### config.mk
export PLATFORM = sky130hd
export DESIGN_NAME = exc_entry_seq
export DESIGN_NICKNAME = d
export VERILOG_FILES = /design/src/rtl/exc_entry_seq.sv
export SDC_FILE = /design/constraint.sdc
export NUM_CORES = 1
export LEC_CHECK = 0
export BUFFER_PORTS_ARGS = -buffer_cell sky130_fd_sc_hd__buf_2
export CORE_MARGIN = 8
export CORE_UTILIZATION = 41
export CTS_BUF_LIST = sky130_fd_sc_hd__clkbuf_4 sky130_fd_sc_hd__clkbuf_8
export DETAILED_ROUTE_END_ITERATION = 7
export PLACE_DENSITY_LB_ADDON = 0.3
export SLEW_MARGIN = 20
export SYNTH_ARGS = -nofsm -noshare
export SYNTH_HDL_FRONTEND = slang
export SYNTH_SLANG_ARGS = --single-unit
export TNS_END_PERCENT = 50
### constraint.sdc
create_clock -name clk -period 3 [get_ports clk]
set_clock_uncertainty 0.15 [all_clocks]
set_input_delay 0 -clock clk [delete_from_list [all_inputs] [get_ports clk]]
set_output_delay 0 -clock clk [all_outputs]
set_load 0.02 [all_outputs]
### src/rtl/exc_entry_seq.sv
module exc_entry_seq #(
  parameter int XLEN     = 32,
  parameter int VW       = 8,
  parameter int ILEN     = 2,
  parameter int VEC_GEN  = 4,
  parameter int VEC_SLOT = 6
) (
  input  logic            clk,
  input  logic            rst_n,
  input  logic            trap_req,
  input  logic [VW-1:0]   trap_vec,
  input  logic            undef_req,
  input  logic            in_slot,
  input  logic [XLEN-1:0] cur_pc,
  input  logic [XLEN-1:0] branch_pc,
  input  logic [XLEN-1:0] sr_in,
  input  logic [XLEN-1:0] sp_in,
  input  logic [XLEN-1:0] vbr,
  output logic            busy,
  output logic [1:0]      exc_kind,
  output logic            mem_req,
  output logic            mem_we,
  output logic [XLEN-1:0] mem_addr,
  output logic [XLEN-1:0] mem_wdata,
  input  logic            mem_ack,
  input  logic [XLEN-1:0] mem_rdata,
  output logic            pc_load,
  output logic [XLEN-1:0] pc_out,
  output logic            sp_load,
  output logic [XLEN-1:0] sp_out
);
  localparam int WB = XLEN / 8;
  localparam int SH = $clog2(WB);

  typedef enum logic [2:0] {S_IDLE, S_PUSH_SR, S_PUSH_PC, S_FETCH, S_LOAD} st_t;

  st_t             st;
  logic [1:0]      kind;
  logic [VW-1:0]   vec_r;
  logic [XLEN-1:0] ret_r, sr_r, sp_r, pc_r;

  wire accept = (st == S_IDLE) && (trap_req || undef_req);
  wire pushing = (st == S_PUSH_SR) || (st == S_PUSH_PC);

  always_ff @(posedge clk or negedge rst_n) begin
    if (!rst_n) begin
      st    <= S_IDLE;
      kind  <= 2'b00;
      vec_r <= '0;
      ret_r <= '0;
      sr_r  <= '0;
      sp_r  <= '0;
      pc_r  <= '0;
    end else begin
      case (st)
        S_IDLE: if (accept) begin
          sr_r <= sr_in;
          sp_r <= sp_in;
          st   <= S_PUSH_SR;
          if (undef_req) begin
            kind  <= in_slot ? 2'b11 : 2'b10;
            ret_r <= in_slot ? branch_pc : cur_pc;
            vec_r <= in_slot ? VW'(VEC_SLOT) : VW'(VEC_GEN);
          end else begin
            kind  <= 2'b01;
            ret_r <= cur_pc + XLEN'(ILEN);
            vec_r <= trap_vec;
          end
        end
        S_PUSH_SR: if (mem_ack) begin
          sp_r <= sp_r - XLEN'(WB);
          st   <= S_PUSH_PC;
        end
        S_PUSH_PC: if (mem_ack) begin
          sp_r <= sp_r - XLEN'(WB);
          st   <= S_FETCH;
        end
        S_FETCH: if (mem_ack) begin
          pc_r <= mem_rdata;
          st   <= S_LOAD;
        end
        default: begin
          kind <= 2'b00;
          st   <= S_IDLE;
        end
      endcase
    end
  end

  assign busy      = (st != S_IDLE);
  assign exc_kind  = kind;
  assign mem_req   = pushing || (st == S_FETCH);
  assign mem_we    = pushing;
  assign mem_addr  = pushing ? sp_r - XLEN'(WB) : vbr + (XLEN'(vec_r) << SH);
  assign mem_wdata = (st == S_PUSH_SR) ? sr_r : ret_r;
  assign pc_load   = (st == S_LOAD);
  assign sp_load   = (st == S_LOAD);
  assign pc_out    = pc_r;
  assign sp_out    = sp_r;

  a_r1_kind_while_busy: assert property (@(posedge clk) disable iff (!rst_n)
    busy == (exc_kind != 2'b00));

  a_r3_sr_pushed_first: assert property (@(posedge clk) disable iff (!rst_n)
    $rose(busy) |-> mem_req && mem_we && mem_wdata == $past(sr_in));

  a_r5_general_vector: assert property (@(posedge clk) disable iff (!rst_n)
    (mem_req && !mem_we && exc_kind == 2'b10) |-> mem_addr == vbr + XLEN'(VEC_GEN * WB));

  a_r6_load_follows_read: assert property (@(posedge clk) disable iff (!rst_n)
    pc_load |-> $past(mem_req && !mem_we && mem_ack) && sp_load);

  a_r7_hold_until_ack: assert property (@(posedge clk) disable iff (!rst_n)
    (mem_req && !mem_ack) |=> mem_req && $stable(mem_addr) && $stable(mem_we) && $stable(mem_wdata));

  a_r8_idle_after_load: assert property (@(posedge clk) disable iff (!rst_n)
    pc_load |=> !busy);

  a_r9_request_ignored: assert property (@(posedge clk) disable iff (!rst_n)
    (busy && (trap_req || undef_req)) |=> (!busy || $stable(exc_kind)));
endmodule

Yosys cells after proc, flatten, opt, wreduce, memory -nomap -nowiden:

Cells that the tools add are included.
W data, S select, Z words.

* bits in registers: 141
* latch bits: 0
* memory bits (writable): 0
* bits in read-only memories: 0
* output and inout port bits: 135
* logic and storage cells: 52
* memories: 0

* add/sub/neg operators: 3
* multiply operators: 0
* divide/modulo/power cells: 0
* order comparisons: 0
* eq/ne operators: 9
* shift-type cells: 0
* muxes and demuxes: 18
* bitwise logic cells: 1
* reduce and logical (&&, ||, !) cells: 14

Operator list (number)
* $mux W32: 6
* $pmux W32 S2: 1
* $add A32 B10 Y32: 1
* $add A32 B2 Y32 const B: 1
* $sub A32 B3 Y32 const B: 1
* $mux W3: 4
* $pmux W3 S4: 1
* $mux W8: 1
* $ne A2 B2 Y1 const B: 4
* $eq A3 B2 Y1 const B: 2
* $mux W2: 3
* $reduce_and A2 Y1: 3
* $pmux W2 S2: 1
* $reduce_and A4 Y1: 1
* $eq A3 B1 Y1 const B: 1
* $eq A3 B3 Y1 const B: 1
* $logic_not A3 Y1: 1
* $logic_or A1 B1 Y1: 3
* $reduce_and A3 Y1: 1
* $reduce_bool A3 Y1: 1
* $reduce_or A3 Y1: 1
* $ne A2 B1 Y1 const B: 1
* $reduce_bool A2 Y1: 1
* $reduce_or A2 Y1: 1
* other kinds (3): 3

Depth between registers and ports, before layout:

* word-level depth: 4
* gate-level depth with buffers: 9
* mapped depth without buffers: 7

Worst setup path after synthesis:

OpenSTA, ideal clock, no wires.

* path type: register to output
* start: reg sp_r[2], in the netlist sp_out[2]
* end: out mem_addr[30]
* data arrival time: 2.409 ns
* required time: 2.850 ns
* setup slack: 0.441 ns
* stages on the path, launching flop included: 8
* path buffers: 0
* cells stage by stage: dfrtp_1 inv_1 ha_1 nor4b_4 nand4_1 nor4_1 mux2_2 a31oi_1

* longest elaborated chain between the ends: 2

Ends and longest elaborated chain
* start, declared: RTL line 40 `logic [XLEN-1:0] ret_r, sr_r, sp_r, pc_r;`
* start signal, assigned: RTL line 58 `sp_r <= sp_in;`
* start signal, assigned: RTL line 71 `sp_r <= sp_r - XLEN'(WB);`
* start signal, assigned: RTL line 75 `sp_r <= sp_r - XLEN'(WB);`
* $sub A32 B3 Y32: RTL line 94 `assign mem_addr = pushing ? sp_r - XLEN'(WB) : vbr + (XLEN'(vec_r) << SH);`
* $mux W32: RTL line 94
* end, declared: RTL line 23 `output logic [XLEN-1:0] mem_addr,`

No other way between the ends.

Final worst setup path:

* start: reg sp_r[21], in the netlist sp_out[21]
* end: out mem_addr[27]

The elaborated chain is that of the path after synthesis.

==> impl_results.md <==
* VDD IR max at ~670 µV
* Post-DP HPWL at about 25 mm
* CTS max path bufs at 2
* FF-to-FF End: ret_r[24]$_DFFE_PN0P_
* IO Port Bufs at 340
* Syn_area_per_cell at 8.30 µm²
* Setup CP Type: register to primary output
* Max Cap Viol at 0
* Fin crit period at 2.96 ns
* H-tree depth at 4
* Total Power at between 10000 and 15000 µW
* Worst R2R Setup Slack at ~0.18 ns
* Final Max Slew Viols at 0
* Ports at 341
* DP Worst Slack at -0.164 ns
* Synthesis-to-finish area growth at 51.4%
* Global-route wire length before repair at between 50 and 60 mm
* Post-synth EDFFs at 0
* Hold Path Depth at 4
* Vias in the first global route at 11000
* Slew headroom at 55.5%
* Fin. Hold Viols at 0
* Final setup vio count at 0
* Initial antenna violation count at 5
* Cell Area, Synth at approximately 9200 µm²
* Clock Sinks at around 140
* Hold endpoint: exc_kind[1]$_DFFE_PN0P_
* Clk Latency, worst-skew pair at 0.45 ns
* Vias/cell at roughly 5.5
* Largest cells by area after synthesis: dfrtp_1 (38%), nand2_1 (12%), mux2_2 (6.1%), o21ai_0 (3.4%), xor2_1 (3.3%)
* Post-route DRC at 0
* CTS buffer count at 17
* Synth Warn # at 0
* Filler cell count in the final layout at around 1800
* Pwr Density at between 1000 and 1500 nW/µm²
* CTS root buf: clkbuf_8
* Detailed-route via count at 10700
* Worst setup path startpoint: sp_out[21]$_DFFE_PN0P_
* Post-synthesis cell count at 1114
* Gr usage total at between 20% and 30%
* Sequential area share after synthesis at a little under two fifths
* Crit Path Max Fanout at 6
* Share of layout cells above drive strength 1 at between 30% and 40%
* Total congestion overflow at 0
* Total Wirelength at between 30 and 40 mm
* Core box area at between 20000 and 25000 µm²
* Chip width at ~170 µm
* DIE AREA at around 28000 µm²
* Period utilization at slightly below 100%
* Crit. End Element: primary output
* Die H at between 150 and 200 µm
* Least-Margin Pin Slew at about 0.66 ns
* Starting Density at between 40 and 50%
* Core Rows at 55
* Pleak at roughly 0.0067 µW
* Clock slew at reported path FFs at approximately 0.09 ns
* DR pass1 iterations at 5
* Post-synth top area share at a little under two fifths
* Req. time, crit path at ~2.9 ns
* Crit path DAT at roughly 2.8 ns
* Worst min-delay path class: primary input to register
* Distinct cells, synth at between 60 and 70
* Setup crit start kind: register
* Most used flip-flop cell after synthesis: dfrtp_1
* Status: complete, no violations
* Final Wtd Congestion at between 0.9 and 1
* Routed Antenna Nets at 0
* Fmax at ~340 MHz
* Reg2reg path depth at 6
* Setup ws final at roughly 0.044 ns
* # nets final at 1861
* CTS tree: built
* Net Count, Synth at around 1300
* Synth async-reset ratio at 100%
* Synth Register Bits at ~140
* Hold Startpoint: undef_req
* Routed wire per std cell at 19.4 µm
* FF-to-FF Start: st[1]$_DFFE_PN0P_
* Largest net degree at the start of global routing at 78
* DRT iter0 DRCs at approximately 1000
* Synth area leader: dfrtp_1
[worst max path at each step]
| stage | to | slack [ns] | cells after the start |
|---|---|---|---|
| 3_3_place_gp | mem_addr[30] | -0.09 | 8 |
| 3_5_place_dp | mem_addr[30] | -0.16 | 8 |
| 4_1_cts | mem_addr[29] | 0.0003 | 6 |
| 5_1_grt | mem_addr[27] | -0.06 | 6 |
| 6_report | mem_addr[27] | 0.04 | 6 |
| 2_1_floorplan | mem_addr[30] | 0.44 | 7 |
[worst max-delay path, cell delays in order, from the launching register on]
cell and delay, ns:
dfrtp_1 0.47, nor3_1 0.36, nand3_2 0.21, nor4_4 0.36, mux2_2 0.39, nor3_1 0.33
buf_2 0.24
[sequential cells by signal, indices dropped and copies added, names as in the netlist]
signal,count
pc_out,32
ret_r,32
sp_out,32
sr_r,32
vec_r,8
st,3
exc_kind,2
[routing by layer]
| metal | global-route usage, % | vias up | routed length, µm |
|---|---|---|---|
| met2 | 43.8 | 542 | 18100 |
| met4 | 13.5 | 2 | 1690 |
| met5 | 0 | - | 13 |
| met1 | 31.5 | 5064 | 15000 |
| met3 | 6.56 | 114 | 2970 |
| li1 | - | 4966 | - |
[synthesized netlist by cell type (4+ instances only)]
cell / n
nand2_1: 300
dfrtp_1: 141
o21ai_0: 63
nor2_1: 56
mux2_2: 50
a21oi_1: 46
clkbuf_1: 41
xor2_1: 35
mux2i_1: 30
xnor2_1: 30
nand3_1: 29
and3_1: 28
nor3_1: 23
nor4_1: 15
buf_2: 14
inv_1: 14
nand4_1: 14
o2111ai_1: 14
buf_1: 13
o2bb2ai_1: 12
a31oi_1: 11
nand2b_1: 11
o211ai_1: 11
and4_1: 10
ha_1: 10
a22oi_1: 8
o22ai_1: 8
nand3b_1: 7
nor3b_1: 7
o21a_1: 7
and2_1: 6
o22a_1: 4
or3_1: 4
[cell families after synthesis]
kind of cell	Yosys count	share of synthesized area, %
mux	80	9.34
flops	141	38.2
fa+ha+maj	11	1.57
xor+xnor	65	6.16
buf+inv	86	3.99
simple gates	527	26.8
compound gates	204	14.0
[power by group]
group | internal [µW] | switching, µW | leakage (µW) | total (µW)
Clock | 687 | 863 | 0.000194 | 1550
Combinational | 3560 | 5940 | 0.00479 | 9500
Sequential | 2830 | 837 | 0.00173 | 3660
[per-stage QoR]
stage | instance area, µm² | hold WS (ns) | util (%) | setup TNS [ns] | cells
floorplan | 9250 | -0.446 | - | 0 | 1114
global placement | 11300 | -0.186 | 50.3 | -0.0911 | 1694
detailed placement | 11300 | -0.188 | 50.3 | -0.164 | 1694
CTS | 13800 | 0.0525 | 61.6 | 0 | 1931
global route | 14000 | 0.0936 | 62.6 | -0.0857 | 1946
finish | 14000 | 0.0920 | 62.6 | 0 | 1948
[cells in the final DEF, fill, tap and decap left out, types with 34 or more instances in the layout]
| cell type | count |
|---|---|
| buf_4 | 40 |
| a21oi_1 | 44 |
| dfrtp_1 | 140 |
| nand2_1 | 297 |
| buf_2 | 338 |
| dlygate4sd3_1 | 199 |
| mux2_2 | 49 |
| nor2_1 | 55 |
| o21ai_0 | 61 |
| xor2_1 | 34 |
[what timing repair did]
action	CTS	global route
hold buffers	200	0
pin swaps	3	10
gates resized for setup	13	28
endpoints found under the hold margin	281	0
buffers inserted	5	11
setup endpoints to repair	17	20
[area by class of cell]
| class | instances | area, µm² | share of cell area (%) |
|---|---|---|---|
| timing repair buffer | 583 | 4090 | 29.2 |
| clock inverter | 15 | 150 | 1.07 |
| antenna | 6 | 15.0 | 0.107 |
| inverter | 14 | 52.6 | 0.375 |
| multi-input combinational | 887 | 5580 | 39.8 |
| clock buffer | 17 | 234 | 1.67 |
| tap | 285 | 357 | 2.55 |
| sequential | 141 | 3530 | 25.2 |
Power figures use the tool's default switching activity.
